### src/rtl/rtx_fifo_pkg.sv
package rtx_fifo_pkg;

  // word-size code -> words that must remain unwritten for a rewind
  function automatic int unsigned guard_words(input logic [1:0] sel);
    case (sel)
      2'b00:   return 2;
      2'b01:   return 4;
      default: return 8;
    endcase
  endfunction

endpackage

### src/rtl/rtx_store.sv
module rtx_store #(
  parameter int DW    = 8,
  parameter int DEPTH = 16,
  localparam int AW   = $clog2(DEPTH)
) (
  input  logic          clk_i,
  input  logic          we_i,
  input  logic [AW-1:0] waddr_i,
  input  logic [DW-1:0] wdata_i,
  input  logic [AW-1:0] raddr_i,
  output logic [DW-1:0] rdata_o
);
  logic [DW-1:0] mem_q [DEPTH];

  always_ff @(posedge clk_i) begin
    if (we_i) mem_q[waddr_i] <= wdata_i;
  end

  assign rdata_o = mem_q[raddr_i];
endmodule

### src/rtl/rtx_wr_ctrl.sv
module rtx_wr_ctrl
  import rtx_fifo_pkg::*;
#(
  parameter int DEPTH = 16,
  localparam int AW   = $clog2(DEPTH),
  localparam int CW   = $clog2(DEPTH + 1)
) (
  input  logic        clk_i,
  input  logic        rst_ni,
  input  logic        wr_en_i,
  input  logic        full_i,
  input  logic [1:0]  width_sel_i,
  output logic        push_o,
  output logic [AW:0] wr_ptr_o,
  output logic        rt_invalid_o
);
  logic [AW:0]   ptr_q;
  logic [CW-1:0] cnt_q;
  logic [CW-1:0] limit;

  assign push_o = wr_en_i && !full_i;
  assign limit  = CW'(DEPTH - guard_words(width_sel_i));

  always_ff @(posedge clk_i or negedge rst_ni) begin
    if (!rst_ni) begin
      ptr_q <= '0;
      cnt_q <= '0;
    end else if (push_o) begin
      ptr_q <= ptr_q + 1'b1;
      // count since reset saturates; only the threshold matters
      if (cnt_q != CW'(DEPTH)) cnt_q <= cnt_q + 1'b1;
    end
  end

  assign wr_ptr_o     = ptr_q;
  assign rt_invalid_o = (cnt_q >= limit);
endmodule

### src/rtl/rtx_rd_ctrl.sv
module rtx_rd_ctrl #(
  parameter int DEPTH = 16,
  parameter int RECOV = 2,
  localparam int AW   = $clog2(DEPTH),
  localparam int RW   = $clog2(RECOV + 1)
) (
  input  logic        clk_i,
  input  logic        rst_ni,
  input  logic        rd_en_i,
  input  logic        empty_i,
  input  logic        rt_ni,
  input  logic        rt_allow_i,
  output logic [AW:0] rd_ptr_o,
  output logic        rd_err_o
);
  logic [AW:0]   ptr_q;
  logic [RW-1:0] rec_q;
  logic          err_q;
  logic          rt_take, blocked, pop;

  assign rt_take = !rt_ni && rt_allow_i;
  assign blocked = rt_take || (rec_q != '0);
  assign pop     = rd_en_i && !empty_i && !blocked;

  always_ff @(posedge clk_i or negedge rst_ni) begin
    if (!rst_ni) begin
      ptr_q <= '0;
      rec_q <= '0;
      err_q <= 1'b0;
    end else begin
      if (rt_take)  ptr_q <= '0;
      else if (pop) ptr_q <= ptr_q + 1'b1;

      if (rt_take)            rec_q <= RW'(RECOV);
      else if (rec_q != '0)   rec_q <= rec_q - 1'b1;

      err_q <= rd_en_i && blocked;
    end
  end

  assign rd_ptr_o = ptr_q;
  assign rd_err_o = err_q;
endmodule

### src/rtl/rtx_flags.sv
module rtx_flags #(
  parameter int AW = 4
) (
  input  logic [AW:0] wr_ptr_i,
  input  logic [AW:0] rd_ptr_i,
  output logic        empty_o,
  output logic        full_o
);
  assign empty_o = (wr_ptr_i == rd_ptr_i);
  assign full_o  = (wr_ptr_i[AW-1:0] == rd_ptr_i[AW-1:0]) &&
                   (wr_ptr_i[AW] != rd_ptr_i[AW]);
endmodule

### src/rtl/rtx_fifo_ctrl.sv
module rtx_fifo_ctrl #(
  parameter int DW    = 8,
  parameter int DEPTH = 16,
  parameter int RECOV = 2,
  localparam int AW   = $clog2(DEPTH)
) (
  input  logic          clk_i,
  input  logic          rst_ni,
  input  logic          std_mode_i,
  input  logic [1:0]    width_sel_i,
  input  logic          wr_en_i,
  input  logic [DW-1:0] wr_data_i,
  input  logic          rd_en_i,
  input  logic          rt_ni,
  output logic [DW-1:0] rd_data_o,
  output logic [AW:0]   wr_ptr_o,
  output logic [AW:0]   rd_ptr_o,
  output logic          empty_o,
  output logic          full_o,
  output logic          rt_invalid_o,
  output logic          rd_err_o
);
  logic push;
  logic rt_allow;

  assign rt_allow = std_mode_i && !rt_invalid_o;

  rtx_wr_ctrl #(.DEPTH(DEPTH)) u_wr (
    .clk_i        (clk_i),
    .rst_ni       (rst_ni),
    .wr_en_i      (wr_en_i),
    .full_i       (full_o),
    .width_sel_i  (width_sel_i),
    .push_o       (push),
    .wr_ptr_o     (wr_ptr_o),
    .rt_invalid_o (rt_invalid_o)
  );

  rtx_rd_ctrl #(.DEPTH(DEPTH), .RECOV(RECOV)) u_rd (
    .clk_i      (clk_i),
    .rst_ni     (rst_ni),
    .rd_en_i    (rd_en_i),
    .empty_i    (empty_o),
    .rt_ni      (rt_ni),
    .rt_allow_i (rt_allow),
    .rd_ptr_o   (rd_ptr_o),
    .rd_err_o   (rd_err_o)
  );

  rtx_flags #(.AW(AW)) u_flags (
    .wr_ptr_i (wr_ptr_o),
    .rd_ptr_i (rd_ptr_o),
    .empty_o  (empty_o),
    .full_o   (full_o)
  );

  rtx_store #(.DW(DW), .DEPTH(DEPTH)) u_store (
    .clk_i   (clk_i),
    .we_i    (push),
    .waddr_i (wr_ptr_o[AW-1:0]),
    .wdata_i (wr_data_i),
    .raddr_i (rd_ptr_o[AW-1:0]),
    .rdata_o (rd_data_o)
  );
endmodule

### config.mk
export PLATFORM = sky130hd
export DESIGN_NAME = rtx_fifo_ctrl
export DESIGN_NICKNAME = d
export VERILOG_FILES = /design/src/rtl/rtx_fifo_pkg.sv /design/src/rtl/rtx_store.sv /design/src/rtl/rtx_wr_ctrl.sv /design/src/rtl/rtx_rd_ctrl.sv /design/src/rtl/rtx_flags.sv /design/src/rtl/rtx_fifo_ctrl.sv
export SDC_FILE = /design/constraint.sdc
export NUM_CORES = 1
export LEC_CHECK = 0
export CAP_MARGIN = 40
export CORE_MARGIN = 2
export CORE_UTILIZATION = 55
export CTS_BUF_LIST = sky130_fd_sc_hd__clkbuf_16
export DETAILED_ROUTE_END_ITERATION = 12
export HOLD_SLACK_MARGIN = 0.02
export PLACE_DENSITY = 0.81
export SYNTH_ARGS = -nofsm -noshare
export SYNTH_HDL_FRONTEND = slang
export SYNTH_SLANG_ARGS = --single-unit
export TNS_END_PERCENT = 100
### constraint.sdc
create_clock -name clk_i -period 3.4 [get_ports clk_i]
set_clock_uncertainty 0.2 [all_clocks]
set_input_delay 0.68 -clock clk_i [delete_from_list [all_inputs] [get_ports clk_i]]
set_output_delay 0.68 -clock clk_i [all_outputs]
set_load 0.03 [all_outputs]
Word-level counts from Yosys, hierarchy flattened

Memory sizes are Yosys's and may differ from the RTL's.
Index checks and enable logic that the tools add are counted.

RAM bits: 128
Flip-flop bits (word level): 18
Memories kept: 1
Input port bits: 16

Memories:

| memory        | depth | width | rd ports | clocked after Yosys merged registers in | write ports | RTL line        | RTL |
|---|---|---|---|---|---|---|---|
| u_store.mem_q | 16    | 8     | 1        | 0                                       | 1           | rtx_store.sv:13 | `logic [DW-1:0] mem_q [DEPTH];` |

$lt $le $gt $ge: 1
Eq/ne operators: 5
Add/subtract/negate cells: 5
Reductions and logical operators: 18
Mux-type cells: 7

Operators by type and width:

| kind                                                               | number |
|---|---|
| 5-bit by 1-bit adder with 5-bit output, second input constant      | 3 |
| 5-bit 2-to-1 mux                                                   | 2 |
| 4-bit case mux with 2 select lines                                 | 1 |
| 1-bit logical AND                                                  | 7 |
| 2-bit nonzero test                                                 | 3 |
| 5-bit == test                                                      | 1 |
| 5-bit >= comparator                                                | 1 |
| 1-bit zero test                                                    | 5 |
| 5-bit inequality test, second input constant                       | 1 |
| 5-bit by 4-bit subtractor with 5-bit output, first input constant  | 1 |
| 4-bit == test                                                      | 1 |
| 2-bit 2-to-1 mux                                                   | 2 |
| 2-bit by 1-bit == test with 1-bit output, second input constant    | 1 |
| 2-bit zero test                                                    | 1 |
| 1-bit 2-to-1 mux                                                   | 2 |
| 2-bit AND reduction                                                | 1 |
| 2-bit by 1-bit subtractor with 2-bit output, second input constant | 1 |
| 1-bit logical OR                                                   | 1 |
| 1-bit inequality test                                              | 1 |

Logic depth before layout (Yosys ltp)

Gate-level depths: netlist of run 1.

Depth in word-level cells: 12
Gate-level depth with buffers: 9

Modules after synthesis

From an unflattened synthesis of run 1, not the netlist that was laid out.

Cells, all modules: 313
Area total of the unflattened synthesis: 6,022.0 um2

By module, submodules not included:

| module        | area an instance (um2) | seq. area each (um2) | instances | cells an instance |
|---|---|---|---|---|
| rtx_store     | 4,987.3                | 3,843.7              | 1         | 221 |
| rtx_wr_ctrl   | 584.3                  | 250.2                | 1         | 48 |
| rtx_rd_ctrl   | 376.6                  | 200.2                | 1         | 35 |
| rtx_flags     | 60.1                   | 0.0                  | 1         | 8 |
| rtx_fifo_ctrl | 13.8                   | 0.0                  | 1         | 1 |

Worst setup path after synthesis of run 1

OpenSTA, ideal clock, no wires.

Path kind: input to output
Start: input port width_sel_i[0]
End: output port rt_invalid_o
Arrival: 2.302 ns
Path slack: 0.218 ns
Cell stages on the path: 7
Required time: 2.520 ns
Cell sequence: or2_2 -> ha_1 -> inv_1 -> ha_1 -> and4b_1 -> a221oi_1 -> nand2_1

Longest elaborated chain between the ends: 4
Elaborated cells on any way between the ends: 5
Those cells by class: add/sub: 1; order compare: 1; eq/ne: 1; mux: 1; reduce/logical: 1

RTL lines:

| element                                                                            | RTL line            | RTL |
|---|---|---|
| start, declared                                                                    | rtx_fifo_ctrl.sv:10 | `input logic [1:0] width_sel_i,` |
| 2-bit by 1-bit == test with 1-bit output / 2-bit zero test (equally long branches) | rtx_fifo_pkg.sv:5   | `case (sel)` |
| 4-bit case mux with 2 select lines *                                               | rtx_fifo_pkg.sv:5   |  |
| 5-bit by 4-bit subtractor with 5-bit output *                                      | rtx_wr_ctrl.sv:22   | `assign limit = CW'(DEPTH - guard_words(width_sel_i));` |
| 5-bit >= comparator *                                                              | rtx_wr_ctrl.sv:36   | `assign rt_invalid_o = (cnt_q >= limit);` |
| end, declared                                                                      | rtx_fifo_ctrl.sv:20 | `output logic rt_invalid_o,` |

Mark *: on every way between the ends. The rest lies on a longest branch, timed or not.

Worst setup path after layout of run 1

Same ends and word-level chain as after synthesis.

==> results of run 1 <==
cell usage after synthesis, types with 2 or more instances:
master      n
mux4_2     16
o21ai_0    19
clkbuf_1    5
nand2b_1    2
a21oi_1    11
nand2_1    18
nor2b_1     7
a22oi_1     8
nand4_1     4
and2_1      4
xor2_1      7
edfxtp_1  128
nand3_1     4
and3_1     16
xnor2_1    10
mux2_2      9
a221oi_1    9
nor2_1      5
inv_1      10
ha_1       14
mux2i_1    25
buf_2      11
dfrtp_1    18
area by class of cell:
type,instances,share of cell area (%)
sequential,146,57.7
clock buffer,17,5.71
clock inverter,15,2.62
multi-input combinational,199,23.8
timing repair buffer,55,7.34
tap,140,2.35
inverter,10,0.504
metrics by stage:
| step | total power, mW | area [sq um] |
|---|---|---|
| final | 6.18 | 7450 |
| after global routing | 6.42 | 7450 |
| after CTS | 6.11 | 7380 |
| after detailed placement | 4.21 | 6740 |
| after global placement | 4.14 | 6730 |
| after floorplan | 3.57 | 6160 |
placed cells by master, fill, tap and decap left out, types with 13 or more instances in the layout:
cell             instances
clkbuf_16               18
edfxtp_1               128
ha_1                    14
mux2i_1                 25
clkdlybuf4s50_1         24
dfrtp_1                 17
buf_4                   13
o21ai_0                 18
nand2_1                 18
and3_1                  16
mux4_2                  16
metal layers:
| metal | track usage [%] | vias to the layer above | part of all wire [%] | wire [microns] |
|---|---|---|---|---|
| met1 | 31.7 | 1808 | 40 | 5280 |
| met2 | 37.6 | 165 | 51 | 6810 |
| met5 | 0 | - | 0 | 0 |
| li1 | - | 1567 | - | - |
| met3 | 7.65 | 19 | 7.3 | 968 |
| met4 | 6.15 | 0 | 1.4 | 183 |
worst max-delay path: cells and delay by family:
kind | cells | cell delay, ns
AOI/OAI and AO/OA | 1 | 0.30
adders and majority gates | 2 | 0.54
buffers and inverters | 3 | 0.35
and+or+nand+nor | 3 | 0.58
power groups by stage:
stage               logic [mW]  clock network [mW]  registers, mW
CTS                       1.81                1.94           2.36
global placement          1.76                   0           2.38
global route              2.01                2.02           2.39
finish                    1.88                1.93           2.37
floorplan                 1.14                   0           2.42
detailed placement        1.82                   0           2.39
repair_timing:
| item | 4_1_cts | 5_1_grt |
|---|---|---|
| buffers inserted | 1 | 3 |
| setup endpoints to repair | 11 | 9 |
| gates resized for setup | 22 | 15 |
| pin swaps | 1 | 1 |
| gates cloned | 0 | 1 |
flip-flops by register name, summed over array words and instances, names as in the netlist:
name,cells
u_wr.cnt_q,5
u_rd.rec_q,2
u_rd.rd_ptr_o,5
u_rd.rd_err_o,1
u_store.mem_q,128
u_wr.wr_ptr_o,5
how the worst max path moves through the flow:
| stage | end | from | cells past startpoint |
|---|---|---|---|
| 2_1_floorplan | rt_invalid_o | width_sel_i[0] | 7 |
| 3_3_place_gp | rt_invalid_o | width_sel_i[0] | 9 |
| 3_5_place_dp | rt_invalid_o | width_sel_i[0] | 9 |
| 4_1_cts | rt_invalid_o | width_sel_i[0] | 9 |
| 5_1_grt | rd_data_o[4] | u_rd.rd_ptr_o[1]$_DFFE_PN0P_ | 7 |
| 6_report | rt_invalid_o | width_sel_i[0] | 9 |
kinds of logic after synthesis:
logic type | share of synthesized area (%)
DFF | 69.7
and+or+nand+nor | 5.91
AOI/OAI and AO/OA | 5.38
muxes | 11.5
buffers and inverters | 2.19
xor gates and xnor gates | 2.42
adders and majority gates | 2.84
other | 0.0608
==> metrics, run 1 <==
drt via density=between 6 and 7; total iterations of the first detailed-routing run=5; Yosys top cell area share=62.4%; Core Region=10,900 sq um; Rows=38; cells on worst reg2reg path=5; Synth Cell Area=between 6000 and 7000 sq um; vias=approximately 3,600; all-layer global routing usage=around a quarter; Worst Hold Path Cells=2; startpoint types=input port; crit path kind=in -> out; setup slack, reg-to-reg=0.74 ns; final setup fails=0; Synth Register Bits=around 150; asr flop ratio synth=between 10% and 20%; RR Startpoint=u_rd.rd_ptr_o[1]$_DFFE_PN0P_; GPL Wtd Cong=0.854; largest net degree at the start of global routing=26; Antenna Cells=0; Register Area=between 4000 and 5000 sq um; Syn. warnings=0; die area=12,100 sq um; total global routing overflow=0; Gate Count Post-Synth=374; WHS Endpoint=u_rd.rec_q[1]$_DFFE_PN0N_; clock network fraction of total power=between 30% and 40%; reg2reg end=u_store.mem_q[12][5]$_DFFE_PP_; Finished Layout Cells=582; synthesized net count=between 400 and 500; clock sinks=roughly 150; switch share=approximately a third; Post-synth EDFFs=128; clk slew on worst S/H paths=roughly 0.060 ns; number of global-route vias before repair=3,515; Worst Hold Slack=around 0.32 ns; Chip Height=approximately 110 microns; Avg Cell Area, Syn=16.5 sq um; Max rail drop VDD=a little over 0.5 mV; cell at the slowest stage of the critical path=a221oi_2; I/O Pins=38; pre-CTS setup slack=-0.659 ns; Combinational Power Share=a little under a third; CTS buffer count=17; worst slew pin tran=0.826 ns; CP Cell Sequence=dlymetal6s2s_1, or2_4, ha_1, inv_1, ha_1, and4b_1, a221oi_2, nand2_1, buf_6; first-pass GRT wire length=roughly 20,000 microns; CP dominant cell by count=ha_1; clock root buffer=clkbuf_16; WL/cell=~23 microns; crit path capture type=output port; Die Span X=between 100 and 150 microns; ranking of synthesized cells by area=edfxtp_1 62%, dfrtp_1 7.3%, mux4_2 5.8%; crit-path max cell delay=roughly 0.3 ns; pwr dens=around 830 nW/um^2; Final Max Tran Viols=0; crit share post-route=98.1%; routed wire length=between 10,000 and 15,000 microns; post-layout minimum cycle time=3.34 ns; leakage=between 2 and 3 nW; number of antenna violations at the first check in global routing=0; CTS tree=yes; Yosys top cell by area=edfxtp_1; Initial Util=56.6%; Seq/Total Area, Yosys=roughly 70%; I/O Buffers=37; CP Data Required Time=between 2 and 3 ns; crit path max fanout=2; H-tree Lvls=4; Multi-input gate area=roughly 1800 sq um; total negative slack=0 ns; DP Wirelength=between 8000 and 9000 microns; # placed instances=about 550; ys flop type=edfxtp_1; arrival time at the worst endpoint=between 2 and 2.5 ns; beginning of the worst hold path=u_rd.rec_q[1]$_DFFE_PN0N_; setup ws final=between 0.06 and 0.07 ns; Netlist cell types=37; 1st-iter DRT viols=about 300; Final Hold Viols=0; sequential power share=38.3%; post-route ant nets=0; status=finished clean; P&R area growth vs syn=20.8%; cell-internal power=4.12 mW; ratio of cells with drive above 1 in the final layout=around a fifth; worst skew pair latency=0.42 ns; MaxCap Viol Count=0; fillcell total=a little under 700; detailed-route DRC error count=0; nets@finish=roughly 460; Peak Freq=300 MHz; slew margin rel.=44.7%; Hold WC Path Type=reg -> reg; CTS Hold Bufs=0; clock tree buffer depth=2; Sw Pwr=about 2.1 mW; Layout Utilization=just under 70%
(Power assumes the default switching activity.)
==> inputs of run 2 (changes only) <==
--- a/config.mk
+++ b/config.mk
@@ -6,12 +6,15 @@
 export NUM_CORES = 1
 export LEC_CHECK = 0
 export CAP_MARGIN = 40
+export CELL_PAD_IN_SITES_DETAIL_PLACEMENT = 0
+export CELL_PAD_IN_SITES_GLOBAL_PLACEMENT = 1
 export CORE_MARGIN = 2
-export CORE_UTILIZATION = 55
+export CORE_UTILIZATION = 50
 export CTS_BUF_LIST = sky130_fd_sc_hd__clkbuf_16
+export CTS_CLUSTER_DIAMETER = 80
 export DETAILED_ROUTE_END_ITERATION = 12
 export HOLD_SLACK_MARGIN = 0.02
-export PLACE_DENSITY = 0.81
+export PLACE_DENSITY = 0.85
 export SYNTH_ARGS = -nofsm -noshare
 export SYNTH_HDL_FRONTEND = slang
 export SYNTH_SLANG_ARGS = --single-unit
==> run 2 against run 1 <==
Combinational power is essentially flat; flip-flop and latch count is the same; maximum frequency grew 0.92%; wire length down 9.0%; non-clock buffer count grew 1; critical endpoint is now rd_data_o[1]; highest routed layer unchanged; register-to-register slack lost 0.04 ns; hold slack got worse by 0.0085 ns; worst setup slack gained 0.030 ns; global-route usage decreased by 3.7 points; clock power down 12%; final cell count increased by 1.0%.
==> metrics, run 2 (synthesis gave the netlist of run 1 again) <==
drt via density=5.67; Chip Height=115 microns; nets@finish=460; DP Wirelength=slightly below 8000 microns; die area=about 13,000 sq um; crit path max fanout=22; clock tree buffer depth=2; clock root buffer=clkbuf_16; worst slew pin tran=approximately 0.6 ns; Worst Hold Slack=roughly 0.3 ns; CTS tree=yes; startpoint types=flip-flop; detailed-route DRC error count=0; leakage=approximately 2.7 nW; Design Power=about 6 mW; crit path kind=reg -> out; Core Region=approximately 12,000 sq um; wl on met1=5090 microns; most common cell after layout, fill and taps aside=edfxtp_1; post-layout minimum cycle time=3.30 ns; I/O Buffers=37; post-route ant nets=0; Final Hold Viols=0; # placed instances=about 550; pre-CTS setup slack=-0.662 ns; design area=about 7400 sq um; CP Data Required Time=~2.5 ns; routed wire length=between 10,000 and 15,000 microns; Initial Util=51.3%; RSZ-0062 raised after global routing=true; all-layer global routing usage=approximately 20%; Die Span X=around 120 microns; WL/cell=a little over 20 microns; Worst Setup SP=u_rd.rd_ptr_o[1]$_DFFE_PN0P_; Multi-input gate area=1770 sq um; pwr dens=roughly 800 nW/um^2; met3 wire len=approximately 450 microns; arrival time at the worst endpoint=between 2 and 2.5 ns; beginning of the worst hold path=u_rd.rec_q[1]$_DFFE_PN0N_; Rows=40; Area after DPL=~6700 sq um; Peak Freq=approximately 300 MHz; clock sinks=between 100 and 150; number of antenna violations at the first check in global routing=0; commonest non-fill, non-tap cells in the layout=128 x edfxtp_1, 25 x mux2i_1, 24 x clkdlybuf4s50_1; fillcell total=between 800 and 900; CTS buffer count=17; met2 routed WL=6440 microns; worst skew pair latency=0.41 ns; final setup fails=0; MaxCap Viol Count=0; vias=3,333; largest net degree at the start of global routing=23; Finished Layout Cells=roughly 590; crit path capture type=output port; max reg flops=around 130; P&R area growth vs syn=20.0%; 1st-iter DRT viols=about 240; number of global-route vias before repair=~3,500; setup ws final=0.0951 ns; crit share post-route=a little over nine tenths; I/O Pins=38; ratio of cells with drive above 1 in the final layout=about 19%; first-pass GRT wire length=19,300 microns; RR Startpoint=u_rd.rd_ptr_o[1]$_DFFE_PN0P_; clk slew on worst S/H paths=approximately 0.050 ns; Register Area=~4300 sq um; Antenna Cells=0; CTS Hold Bufs=0; Max rail drop VDD=~0.4 mV; Largest Register=u_store.mem_q; status=finished clean; slew margin rel.=between 50% and 60%; GPL Wtd Cong=about 0.76; Hold WC Path Type=reg -> reg; H-tree Lvls=4; total iterations of the first detailed-routing run=4; Highest Signal Layer=met4; total global routing overflow=0; Final Max Tran Viols=0
==> run 2: cell types whose count changed in the layout (fill, tap and decap cells not counted), moves of 2 or more <==
cell / delta
clkinv_2: +2
clkinv_1: +3
clkinv_8: -2
inv_8: -2
inv_6: -2
==> run 2: power breakdown <==
part	total (mW)	switching (mW)	internal (mW)
sequential	2.36	0.160	2.20
clock	1.69	0.691	0.997
combinational	1.85	1.03	0.818
total	5.90	1.88	4.02
==> run 2: final timing paths <==
check                                                 endpoint  slack, ns  cells after the start
worst min-delay path                 u_rd.rec_q[1]$_DFFE_PN0N_       0.31                      2
worst max register to register  u_store.mem_q[15][5]$_DFFE_PP_       0.70                      5
worst min register to register       u_rd.rec_q[1]$_DFFE_PN0N_       0.31                      2
worst max-delay path                              rd_data_o[1]        0.1                      6
min in group asynchronous         u_wr.wr_ptr_o[2]$_DFFE_PN0P_       0.40                      2
max in group asynchronous         u_rd.rd_ptr_o[0]$_DFFE_PN0P_       2.44                      2
==> run 2: metal layers <==
layer  vias up  global-route usage [%]
met5         -                       0
met4         0                    6.75
met3         7                    3.00
met2        64                    34.5
met1      1697                    25.9
li1       1565                       -
==> run 2: what timing repair did <==
action	4_1_cts	5_1_grt
setup endpoints to repair	11	9
buffers inserted	2	2
cloned	1	0
gates resized for setup	27	8
pin swaps	0	4
==> run 2: layout make-up <==
class                           count  share of cell area, %
Clock inverter                     13                   1.52
Tap cell                          147                   2.49
Sequential cell                   146                   58.1
Clock buffer                       17                   5.75
Timing Repair Buffer               56                   7.78
Multi-Input combinational cell    199                   23.9
Inverter                           10                  0.507
==> run 2: critical path, stage by stage (launching register included) <==
cell and delay, ns:
dfrtp_1 0.40, buf_6 0.20, and2_1 0.33, a221oi_1 0.42, a22oi_1 0.15, nand2_1 0.13
clkdlybuf4s15_1 0.38
==> run 2: metrics by stage <==
stage          TNS (ns)  util, %
2_1_floorplan         0        -
3_3_place_gp     -0.942     56.1
3_5_place_dp     -0.697     56.2
4_1_cts          -0.179     61.2
5_1_grt          -0.115     61.6
6_report              0     61.6
